File: config.mk
export PLATFORM = sky130hd
export DESIGN_NAME = dslope_seq
export DESIGN_NICKNAME = d
export VERILOG_FILES = /design/src/rtl/dss_pkg.sv /design/src/rtl/dss_sync.sv /design/src/rtl/dss_tick.sv /design/src/rtl/dss_fsm.sv /design/src/rtl/dslope_seq.sv
export SDC_FILE = /design/constraint.sdc
export NUM_CORES = 1
export LEC_CHECK = 0
export CAP_MARGIN = 5
export CORE_MARGIN = 2
export CORE_UTILIZATION = 58
export CTS_CLUSTER_DIAMETER = 100
export CTS_CLUSTER_SIZE = 30
export DETAILED_ROUTE_END_ITERATION = 8
export GPL_TIMING_DRIVEN = 0
export PLACE_DENSITY = 0.77
export RECOVER_POWER = 100
export SLEW_MARGIN = 15
export SYNTH_ARGS = -nofsm -noshare
export SYNTH_HDL_FRONTEND = slang
export SYNTH_HIERARCHICAL = 1
export SYNTH_SLANG_ARGS = --single-unit
export TNS_END_PERCENT = 100
File: constraint.sdc
create_clock -name clk -period 3.3 [get_ports clk]
set_input_delay 0.825 -clock clk [delete_from_list [all_inputs] [get_ports clk]]
set_output_delay 0.825 -clock clk [all_outputs]
set_load 0.01 [all_outputs]
File: src/rtl/dss_pkg.sv
package dss_pkg;

    typedef enum logic [2:0] {
        ST_HALT,
        ST_AZ,
        ST_INT,
        ST_DINT,
        ST_IZ
    } dss_state_e;

    localparam logic [1:0] PH_AZ   = 2'b01;
    localparam logic [1:0] PH_INT  = 2'b10;
    localparam logic [1:0] PH_DINT = 2'b11;
    localparam logic [1:0] PH_IZ   = 2'b00;

endpackage

File: src/rtl/dss_sync.sv
module dss_sync #(
    parameter int W                  = 2,
    parameter int STAGES             = 2,
    parameter logic [W-1:0] RST_VAL  = '1
) (
    input  logic         clk,
    input  logic         rst_n,
    input  logic [W-1:0] d,
    output logic [W-1:0] q
);

    logic [STAGES-1:0][W-1:0] stg;

    always_ff @(posedge clk or negedge rst_n) begin
        if (!rst_n) begin
            stg <= {STAGES{RST_VAL}};
        end else begin
            stg[0] <= d;
            for (int s = 1; s < STAGES; s++) begin
                stg[s] <= stg[s-1];
            end
        end
    end

    assign q = stg[STAGES-1];

endmodule

File: src/rtl/dss_tick.sv
module dss_tick #(
    parameter int DIV = 4
) (
    input  logic clk,
    input  logic rst_n,
    output logic tick
);

    localparam int DW = (DIV > 2) ? $clog2(DIV) : 1;

    logic [DW-1:0] div_q;

    assign tick = (div_q == DW'(DIV - 1));

    always_ff @(posedge clk or negedge rst_n) begin
        if (!rst_n) begin
            div_q <= '0;
        end else if (tick) begin
            div_q <= '0;
        end else begin
            div_q <= div_q + DW'(1);
        end
    end


    tick_spacing_chk: assert property (@(posedge clk) disable iff (!rst_n)
        tick |=> !tick);

endmodule

File: src/rtl/dss_fsm.sv
module dss_fsm
    import dss_pkg::*;
#(
    parameter int LOAD_W = 8,
    parameter int LOW_W  = 8,
    localparam int CW    = LOAD_W + LOW_W
) (
    input  logic              clk,
    input  logic              rst_n,
    input  logic              tick,
    input  logic              cmp_s,
    input  logic              en_s,
    input  logic [LOAD_W-1:0] load_val,
    output logic [1:0]        phase_code,
    output logic              dv_n,
    output logic [CW-1:0]     res_count,
    output logic              res_pol,
    output logic              res_ovr
);

    localparam int DW = CW + 1;

    dss_state_e        state, nxt;
    logic [CW-1:0]     cnt;
    logic [DW-1:0]     dcnt;
    logic [LOAD_W-1:0] load_q;
    logic              pol_q;
    logic              cmp_d;

    logic              fall;
    logic              cnt_max;
    logic [CW-1:0]     preset_cur;
    logic [CW-1:0]     preset_q;
    logic [DW-1:0]     n_ticks;
    logic [DW:0]       lim2;
    logic [DW-1:0]     lim_m1;

    assign fall       = cmp_d & ~cmp_s;
    assign cnt_max    = &cnt;
    assign preset_cur = {load_val, {LOW_W{1'b0}}};
    assign preset_q   = {load_q, {LOW_W{1'b0}}};
    assign n_ticks    = (DW'(1) << CW) - DW'(preset_q);
    assign lim2       = {n_ticks, 1'b0};
    assign lim_m1     = DW'(lim2 - (DW+1)'(1));

    // next-state selection
    always_comb begin
        nxt = state;
        if (en_s) begin
            nxt = ST_HALT;
        end else begin
            unique case (state)
                ST_HALT: if (tick)                          nxt = ST_AZ;
                ST_AZ:   if (tick && cnt_max)               nxt = ST_INT;
                ST_INT:  if (tick && cnt_max)               nxt = ST_DINT;
                ST_DINT: if (fall || (tick && dcnt == lim_m1)) nxt = ST_IZ;
                ST_IZ:   if (tick && cmp_s)                 nxt = ST_AZ;
                default:                                    nxt = ST_HALT;
            endcase
        end
    end

    // state register
    always_ff @(posedge clk or negedge rst_n) begin
        if (!rst_n) state <= ST_HALT;
        else        state <= nxt;
    end

    // period counters and result register
    always_ff @(posedge clk or negedge rst_n) begin
        if (!rst_n) begin
            cnt       <= '0;
            dcnt      <= '0;
            load_q    <= '0;
            pol_q     <= 1'b0;
            cmp_d     <= 1'b1;
            res_count <= '0;
            res_pol   <= 1'b0;
            res_ovr   <= 1'b0;
        end else begin
            cmp_d <= cmp_s;
            if (en_s || state == ST_HALT) begin
                load_q <= load_val;
                cnt    <= preset_cur;
            end else begin
                unique case (state)
                    ST_AZ: begin
                        if (tick) begin
                            if (cnt_max) cnt <= preset_q;
                            else         cnt <= cnt + CW'(1);
                        end
                    end
                    ST_INT: begin
                        if (tick) begin
                            if (cnt_max) begin
                                dcnt  <= '0;
                                pol_q <= cmp_s;
                            end else begin
                                cnt <= cnt + CW'(1);
                            end
                        end
                    end
                    ST_DINT: begin
                        if (fall) begin
                            res_count <= dcnt[CW-1:0];
                            res_ovr   <= dcnt[CW];
                            res_pol   <= pol_q;
                        end else if (tick) begin
                            if (dcnt == lim_m1) begin
                                res_count <= '1;
                                res_ovr   <= 1'b1;
                                res_pol   <= pol_q;
                            end else begin
                                dcnt <= dcnt + DW'(1);
                            end
                        end
                    end
                    ST_IZ: begin
                        if (tick && cmp_s) begin
                            cnt    <= preset_cur;
                            load_q <= load_val;
                        end
                    end
                    ST_HALT: ;
                    default: ;
                endcase
            end
        end
    end

    // outputs
    always_comb begin
        unique case (state)
            ST_HALT, ST_AZ: phase_code = PH_AZ;
            ST_INT:         phase_code = PH_INT;
            ST_DINT:        phase_code = PH_DINT;
            ST_IZ:          phase_code = PH_IZ;
            default:        phase_code = PH_AZ;
        endcase
        dv_n = !(state == ST_HALT || state == ST_AZ);
    end


    az_order_chk: assert property (@(posedge clk) disable iff (!rst_n)
        (state == ST_AZ && !en_s) |=> state inside {ST_AZ, ST_INT});


    dint_order_chk: assert property (@(posedge clk) disable iff (!rst_n)
        (state == ST_DINT && !en_s) |=> state inside {ST_DINT, ST_IZ});


    int_edge_chk: assert property (@(posedge clk) disable iff (!rst_n)
        ($past(state) == ST_INT && state == ST_DINT) |-> $past(tick));


    halt_force_chk: assert property (@(posedge clk) disable iff (!rst_n)
        en_s |=> state == ST_HALT);


    no_overrun_chk: assert property (@(posedge clk) disable iff (!rst_n)
        state == ST_DINT |-> dcnt <= lim_m1);


    result_hold_chk: assert property (@(posedge clk) disable iff (!rst_n)
        state != ST_DINT |=> ($stable(res_count) && $stable(res_ovr) && $stable(res_pol)));

endmodule

File: src/rtl/dslope_seq.sv
module dslope_seq #(
    parameter int LOAD_W      = 8,
    parameter int LOW_W       = 8,
    parameter int DIV         = 4,
    parameter int SYNC_STAGES = 2
) (
    input  logic                    clk,
    input  logic                    rst_n,
    input  logic                    cmp_in,
    input  logic                    conv_en_n,
    input  logic [LOAD_W-1:0]       load_val,
    output logic [1:0]              phase_code,
    output logic                    dv_n,
    output logic [LOAD_W+LOW_W-1:0] res_count,
    output logic                    res_pol,
    output logic                    res_ovr
);

    logic [1:0] sync_q;
    logic       tick;

    dss_sync #(
        .W       (2),
        .STAGES  (SYNC_STAGES),
        .RST_VAL (2'b11)
    ) u_sync (
        .clk   (clk),
        .rst_n (rst_n),
        .d     ({cmp_in, conv_en_n}),
        .q     (sync_q)
    );

    dss_tick #(
        .DIV (DIV)
    ) u_tick (
        .clk   (clk),
        .rst_n (rst_n),
        .tick  (tick)
    );

    dss_fsm #(
        .LOAD_W (LOAD_W),
        .LOW_W  (LOW_W)
    ) u_fsm (
        .clk        (clk),
        .rst_n      (rst_n),
        .tick       (tick),
        .cmp_s      (sync_q[1]),
        .en_s       (sync_q[0]),
        .load_val   (load_val),
        .phase_code (phase_code),
        .dv_n       (dv_n),
        .res_count  (res_count),
        .res_pol    (res_pol),
        .res_ovr    (res_ovr)
    );


    dv_phase_chk: assert property (@(posedge clk) disable iff (!rst_n)
        (phase_code == 2'b01) == !dv_n);

endmodule

==> results of run 1 <==
## cell usage after synthesis, types with 5 or more instances
cell / n / area share, %
xnor2_1: 5 / 1.1
dfstp_2: 5 / 3.3
o22a_1: 24 / 5.3
mux2_2: 9 / 2.5
dfrtp_1: 65 / 41
nand3_1: 19 / 2.4
nand2b_1: 5 / 0.78
or4_1: 5 / 0.94
nand2_1: 26 / 2.4
and3_1: 20 / 3.1
clkbuf_1: 13 / 1.2
nand4_1: 6 / 0.94
a21oi_1: 18 / 2.3
nor2_1: 30 / 2.8
a221oi_1: 5 / 1.1
o31ai_1: 5 / 0.94
o211ai_1: 8 / 1.5
inv_1: 10 / 0.94
nor2b_1: 8 / 1.3
or3_1: 7 / 1.1
o21ai_0: 36 / 4.5
buf_2: 6 / 0.75
## cell type report
cell class              count  area (µm²)
well taps                  80         100
repair buffers             34         323
inverters                  10        37.5
fillers                   517        2080
multi-input cells         311        2070
clock inverters             5        82.6
clock buffers              11         141
flip-flops and latches     70        1760
plain buffers              25         130
## how the worst min path moves through the flow
| stage | to | slack [ns] | cells after the start |
|---|---|---|---|
| after global placement | u_sync/q[0] | 0.35 | 0 |
| final | u_sync/q[0] | 0.36 | 0 |
| after floorplan | u_sync/q[0] | 0.35 | 0 |
| after CTS | u_sync/q[0] | 0.36 | 0 |
| after global routing | u_sync/q[0] | 0.36 | 0 |
| after detailed placement | u_sync/q[0] | 0.35 | 0 |
## layer usage
layer  vias up  global-route usage, %
met2       112                   41.2
met4         0                   7.24
li1       1657                      -
met3         9                   5.12
met5         -                      0
met1      1774                   37.7
## timing repair
action,4_1_cts,5_1_grt
resized for setup,1,3
pin swaps,0,1
setup endpoints to repair,12,12
setup buffers,0,1
hold endpoints to repair,0,0
hold buffers,0,0
## flip-flops by register name, indices dropped and copies added (netlist names)
signal,flops
u_tick/div_q,2
u_fsm/dcnt,17
u_fsm/pol_q,1
u_fsm/res_ovr,1
u_sync/q,2
u_sync/stg,2
u_fsm/res_pol,1
u_fsm/cmp_d,1
u_fsm/res_count,16
u_fsm/state,3
u_fsm/cnt,16
u_fsm/load_q,8
## cells in the final DEF, fill, tap and decap left out, types with 5 or more instances in the layout
cell	Yosys	layout
a21oi_1	18	18
a221oi_1	5	5
and3_1	20	20
clkbuf_1	13	17
clkbuf_8	0	10
clkdlybuf4s50_1	0	9
dfrtp_1	65	64
dfstp_2	5	5
dlygate4sd3_1	0	22
inv_1	10	10
mux2_2	9	9
nand2_1	26	26
nand2b_1	5	5
nand3_1	19	19
nand4_1	6	6
nor2_1	30	30
nor2b_1	8	8
o211ai_1	8	8
o21ai_0	36	37
o22a_1	24	24
o31ai_1	5	5
or3_1	7	7
or4_1	5	5
xnor2_1	5	5
## where the power goes
group          switching (mW)  leakage [nW]  internal [mW]  total, mW
logic                   0.637         0.973          0.551       1.19
registers               0.175         0.900           1.07       1.25
clock network           0.337         0.113          0.448      0.785
## logic make-up (layout without fill, tap and decap cells)
group | after synthesis | in the layout
multiplexers | 14 | 14
AO/OA/AOI/OAI | 128 | 128
XOR/XNOR | 9 | 9
buffers and inverters | 36 | 85
AND/OR/NAND/NOR | 156 | 156
flip-flops | 70 | 70
adder cells (fa/ha/maj) | 4 | 4
## stage by stage
stage / cells / setup slack, ns / area, µm² / TNS [ns]
after floorplan: 417 / 0.401 / 3990 / 0
after global placement: 529 / -0.928 / 4410 / -61.92
after detailed placement: 530 / -0.192 / 4420 / -2.00
after CTS: 545 / 0.105 / 4650 / 0
after global routing: 546 / 0.0162 / 4640 / 0
final: 546 / 0.202 / 4640 / 0
==> impl_metrics.yaml, run 1 <==
detailed_routing:
  drtIter0Drc: 326
  dr_total_vias: 3552
  wl_met3_um: 443
  routed_wl_um: 9440
  drc_errors: 0
  dr.pass1.iters: 6
  top_layer: "met4"
  ant_nets: 0
  wl_met1_um: 4380
  route.met2.wl_um: 4540
  viasPerCell: 6.51
  wl_per_cell_um: 17.3
cells_and_area:
  syn2layout_area_growth_pct: 16.4
  drive_above_1_share_pct: 11.6
  final_util_pct: 69.1
  diodes: 0
  nets: 477
global_route:
  grt_pass1_wl_um: 15700
  gr-usage-all-layers_pct: 26.4
  antenna_found_initial: 0
  grt.overflow.total: 0
  grt_max_degree: 41
  first_global_vias: 3297
worst_setup_path:
  start_kind: "flop"
  cp_max_fo: 13
  r2r_setup_slack_ns: 0.20
  slowest_delay_ns: 0.51
  criticalPathCategory: "reg2reg"
  r2r_cells: 9
  cp-endpoint: "u_fsm/res_pol"
  cp_data_arrival_time_ns: 3.33
  cp_cell_sequence: "inv_1, ha_1, or4b_1, o211ai_1, mux2i_1, and3_1, o2111ai_1, a21oi_4, mux2_1"
  crit_required_ns: 3.53
  crit_slowest_cell: "dfrtp_2"
  critPathLaunch: "u_fsm/load_q[0]"
  worst-path-stages: 9
  r2r-end: "u_fsm/res_pol"
  end_kind: "flop"
  path_buf_inv: 1
  crit_family: "compound AO/OA/AOI/OAI gates"
  r2r_start: "u_fsm/load_q[0]"
sta:
  worst_pin_slew_ns: 1.61
  worst_hold_slack_ns: 0.360
  max_freq_mhz: 323
  finalSetupViolCount: 0
  final_hold_viol_count: 0
  fin_skew_ns: 0.00967
  slew_violations: 32
  rsz0062_at_grt: "no"
  fin_crit_ns: 3.10
  period_share_pct: 93.9
  relSlewSlack_pct: -7.23
synthesis:
  syn_inst: 417
  async_reset_ff_share_pct: 100
  ys_seq_elements: 70
  yosysWarnings: 6
  synth_fa_ha_area_share_pct: 1.26
  syn_area_mm2: 0.00399
  synth_cell_types: 60
  synth_fp_nets: 433
  synth_xor_area_share_pct: 1.98
  synth_simple_gate_area_share_pct: 21.9
  ys_seq_area_share_pct: 44.1
  synth_top_family_by_area: "compound AO/OA/AOI/OAI gates"
  synth_mux_area_share_pct: 3.83
  synth-edff-count: 0
  ys.flop_type: "dfrtp_1"
  synth_compound_area_share_pct: 22.5
  avgSynthCellArea_um2: 9.56
die:
  die_w_um: 86.9
  num_rows: 30
  core_mm2: 0.00672
  die_h_um: 86.9
  ios: 33
  die-area_mm2: 0.00755
  start_util_pct: 59.3
clock_network:
  cts_made_buffers: 9
  clock-sinks: 70
  clk_pin_slew_ns: 0.08
  tritoncts: "done"
  cts.htree.levels: 3
  clk_path_buf_depth: 2
  clock-root-buffer: "clkbuf_8"
  insertion_delay_ns: 0.35
hold_path:
  hp-class: "reg2reg"
  worstHoldStart: "u_sync/stg[0]"
placed_design:
  port_buffers: 32
  globalplace.congestion: 0.861
  place_hpwl_um: 6540
pwr:
  p_leak_nw: 1.99
  power.total_mw: 3.22
  ir_drop_mv: 0.456
  p_per_area_mw_per_mm2: 694
outcome:
  status: "complete, but fails checks"
  violations: "max-capacitance violations, max-slew violations"
job:
  maxCapViolCount: 1
Note: power is estimated with default switching activity, not from simulation.
==> run 2, diff against run 1 <==
--- a/config.mk
+++ b/config.mk
@@ -14,6 +14,7 @@
 export GPL_TIMING_DRIVEN = 0
 export PLACE_DENSITY = 0.77
 export RECOVER_POWER = 100
+export SETUP_SLACK_MARGIN = 0.3
 export SLEW_MARGIN = 15
 export SYNTH_ARGS = -nofsm -noshare
 export SYNTH_HDL_FRONTEND = slang
==> impl_metrics.yaml, run 2 (same netlist as run 1, synthesis figures left out) <==
outcome:
  status: "complete, but fails checks"
  violations: "max-capacitance violations, max-slew violations"
worst_setup_path:
  r2r_cells: 11
  r2r_setup_slack_ns: 0.29
  crit_required_ns: 3.59
  path_buf_inv: 3
  cp_data_arrival_time_ns: 3.29
  cp_cell_sequence: "clkbuf_8, inv_1, ha_4, or4b_1, o211ai_1, mux2i_1, and3_1, o2111ai_1, a21oi_4, clkbuf_1, o22a_1"
  cp-endpoint: "u_fsm/res_count[11]"
  crit_slowest_cell: "or4b_1"
  start_kind: "flop"
  critPathLaunch: "u_fsm/load_q[0]"
  crit_family: "compound AO/OA/AOI/OAI gates"
  criticalPathCategory: "reg2reg"
  r2r_start: "u_fsm/load_q[0]"
  cp_max_fo: 10
  r2r-end: "u_fsm/res_count[11]"
  slowest_delay_ns: 0.47
  worst-path-stages: 11
  end_kind: "flop"
global_route:
  grt_max_degree: 41
  grt.overflow.total: 0
  grt_pass1_wl_um: 15800
  first_global_vias: 3327
  antenna_found_initial: 0
  gr-usage-all-layers_pct: 26.5
die:
  start_util_pct: 59.3
  die_h_um: 86.9
  die-area_mm2: 0.00755
  ios: 33
  core_mm2: 0.00672
  num_rows: 30
  die_w_um: 86.9
clock_network:
  clock-root-buffer: "clkbuf_8"
  clock-sinks: 70
  insertion_delay_ns: 0.35
  cts.htree.levels: 3
  clk_path_buf_depth: 2
  tritoncts: "done"
  cts_made_buffers: 9
  clk_pin_slew_ns: 0.08
job:
  maxCapViolCount: 1
detailed_routing:
  drtIter0Drc: 367
  dr_total_vias: 3571
  dr.pass1.iters: 5
  wl_per_cell_um: 17.4
  drc_errors: 0
  viasPerCell: 6.48
  ant_nets: 0
  routed_wl_um: 9560
hold_path:
  hp-class: "reg2reg"
  whs_path_depth: 0
sta:
  rsz0062_at_grt: "yes"
  worst_hold_slack_ns: 0.359
  finalSetupViolCount: 0
  fin_crit_ns: 3.01
  relSlewSlack_pct: -6.29
  final_hold_viol_count: 0
  setup_slack_ns: 0.292
  worst_pin_slew_ns: 1.59
  slew_violations: 32
  max_freq_mhz: 332
  period_share_pct: 91.2
  fin_skew_ns: 0.00855
pwr:
  swShare_pct: 35.6
  combPwrFrac_pct: 38.1
  p_int_mw: 2.10
  seqPwrFrac_pct: 38.0
  switchingPower_mw: 1.16
  p_clk_share_pct: 23.9
  p_per_area_mw_per_mm2: 693
  p_leak_nw: 2.00
  ir_drop_mv: 0.455
cells_and_area:
  largest-register: "u_fsm/dcnt"
  largest_registers: "u_fsm/dcnt (17), u_fsm/cnt (16), u_fsm/res_count (16)"
  fin_cells: 551
  syn2layout_area_growth_pct: 17.8
  drive_above_1_share_pct: 12.3
  fillerInstances: 511
  nets: 482
  final_common_cell: "dfrtp_1"
  largest_reg_flops: 17
  diodes: 0
  layout_common_cells: "dfrtp_1 (65), o21ai_0 (36), nor2_1 (30)"
  final_area_mm2: 0.00470
placed_design:
  dp.cells: 530
  globalplace.congestion: 0.861
  place_hpwl_um: 6540
  port_buffers: 32
  post-place-ws_ns: -0.192
  place_area_mm2: 0.00442
## run 2: power by group through the flow
stage,combinational (mW),sequential [mW],clock [mW]
final,1.24,1.24,0.778
after global routing,1.37,1.26,0.833
after CTS,1.27,1.24,0.794
after detailed placement,1.23,1.25,0
after global placement,1.21,1.24,0
after floorplan,0.737,1.27,0
## run 2: final cells by class
cell class / count / area, µm² / share of cell area (%)
inverter: 10 / 37.5 / 0.799
multi-input combinational: 311 / 2080 / 44.2
tap: 80 / 100 / 2.13
buffer: 26 / 150 / 3.20
clock buffer: 11 / 141 / 3.01
timing repair buffer: 38 / 349 / 7.43
sequential: 70 / 1760 / 37.4
clock inverter: 5 / 82.6 / 1.76
## run 2: metrics by stage
stage          TNS (ns)  utilization [%]  total power [mW]
6_report              0             69.9              3.26
2_1_floorplan         0                -              2.01
4_1_cts               0             70.2              3.30
3_5_place_dp      -2.00             65.8              2.49
3_3_place_gp     -61.92             65.6              2.45
5_1_grt               0             69.9              3.46
## run 2: what timing repair did
action                     CTS  global route
gates cloned                 0             0
hold buffers                 0             0
setup endpoints to repair   38            39
gates resized for setup      7             9
setup buffers                4             1
pin swaps                    2             0
## run 2: worst min-delay path by stage
stage	from	to
after global routing	u_sync/stg[0]	u_sync/q[0]
after floorplan	u_sync/stg[0]	u_sync/q[0]
after detailed placement	u_sync/stg[0]	u_sync/q[0]
after global placement	u_sync/stg[0]	u_sync/q[0]
final	u_sync/stg[0]	u_sync/q[0]
after CTS	u_sync/stg[0]	u_sync/q[0]
## run 2: layer usage
layer	wire length, µm	share of wire (%)	GRT usage, %
met3	458	4.8	5.12
met5	0	0	0
met2	4590	48	41.4
met4	95	0.99	7.24
met1	4420	46	38.0
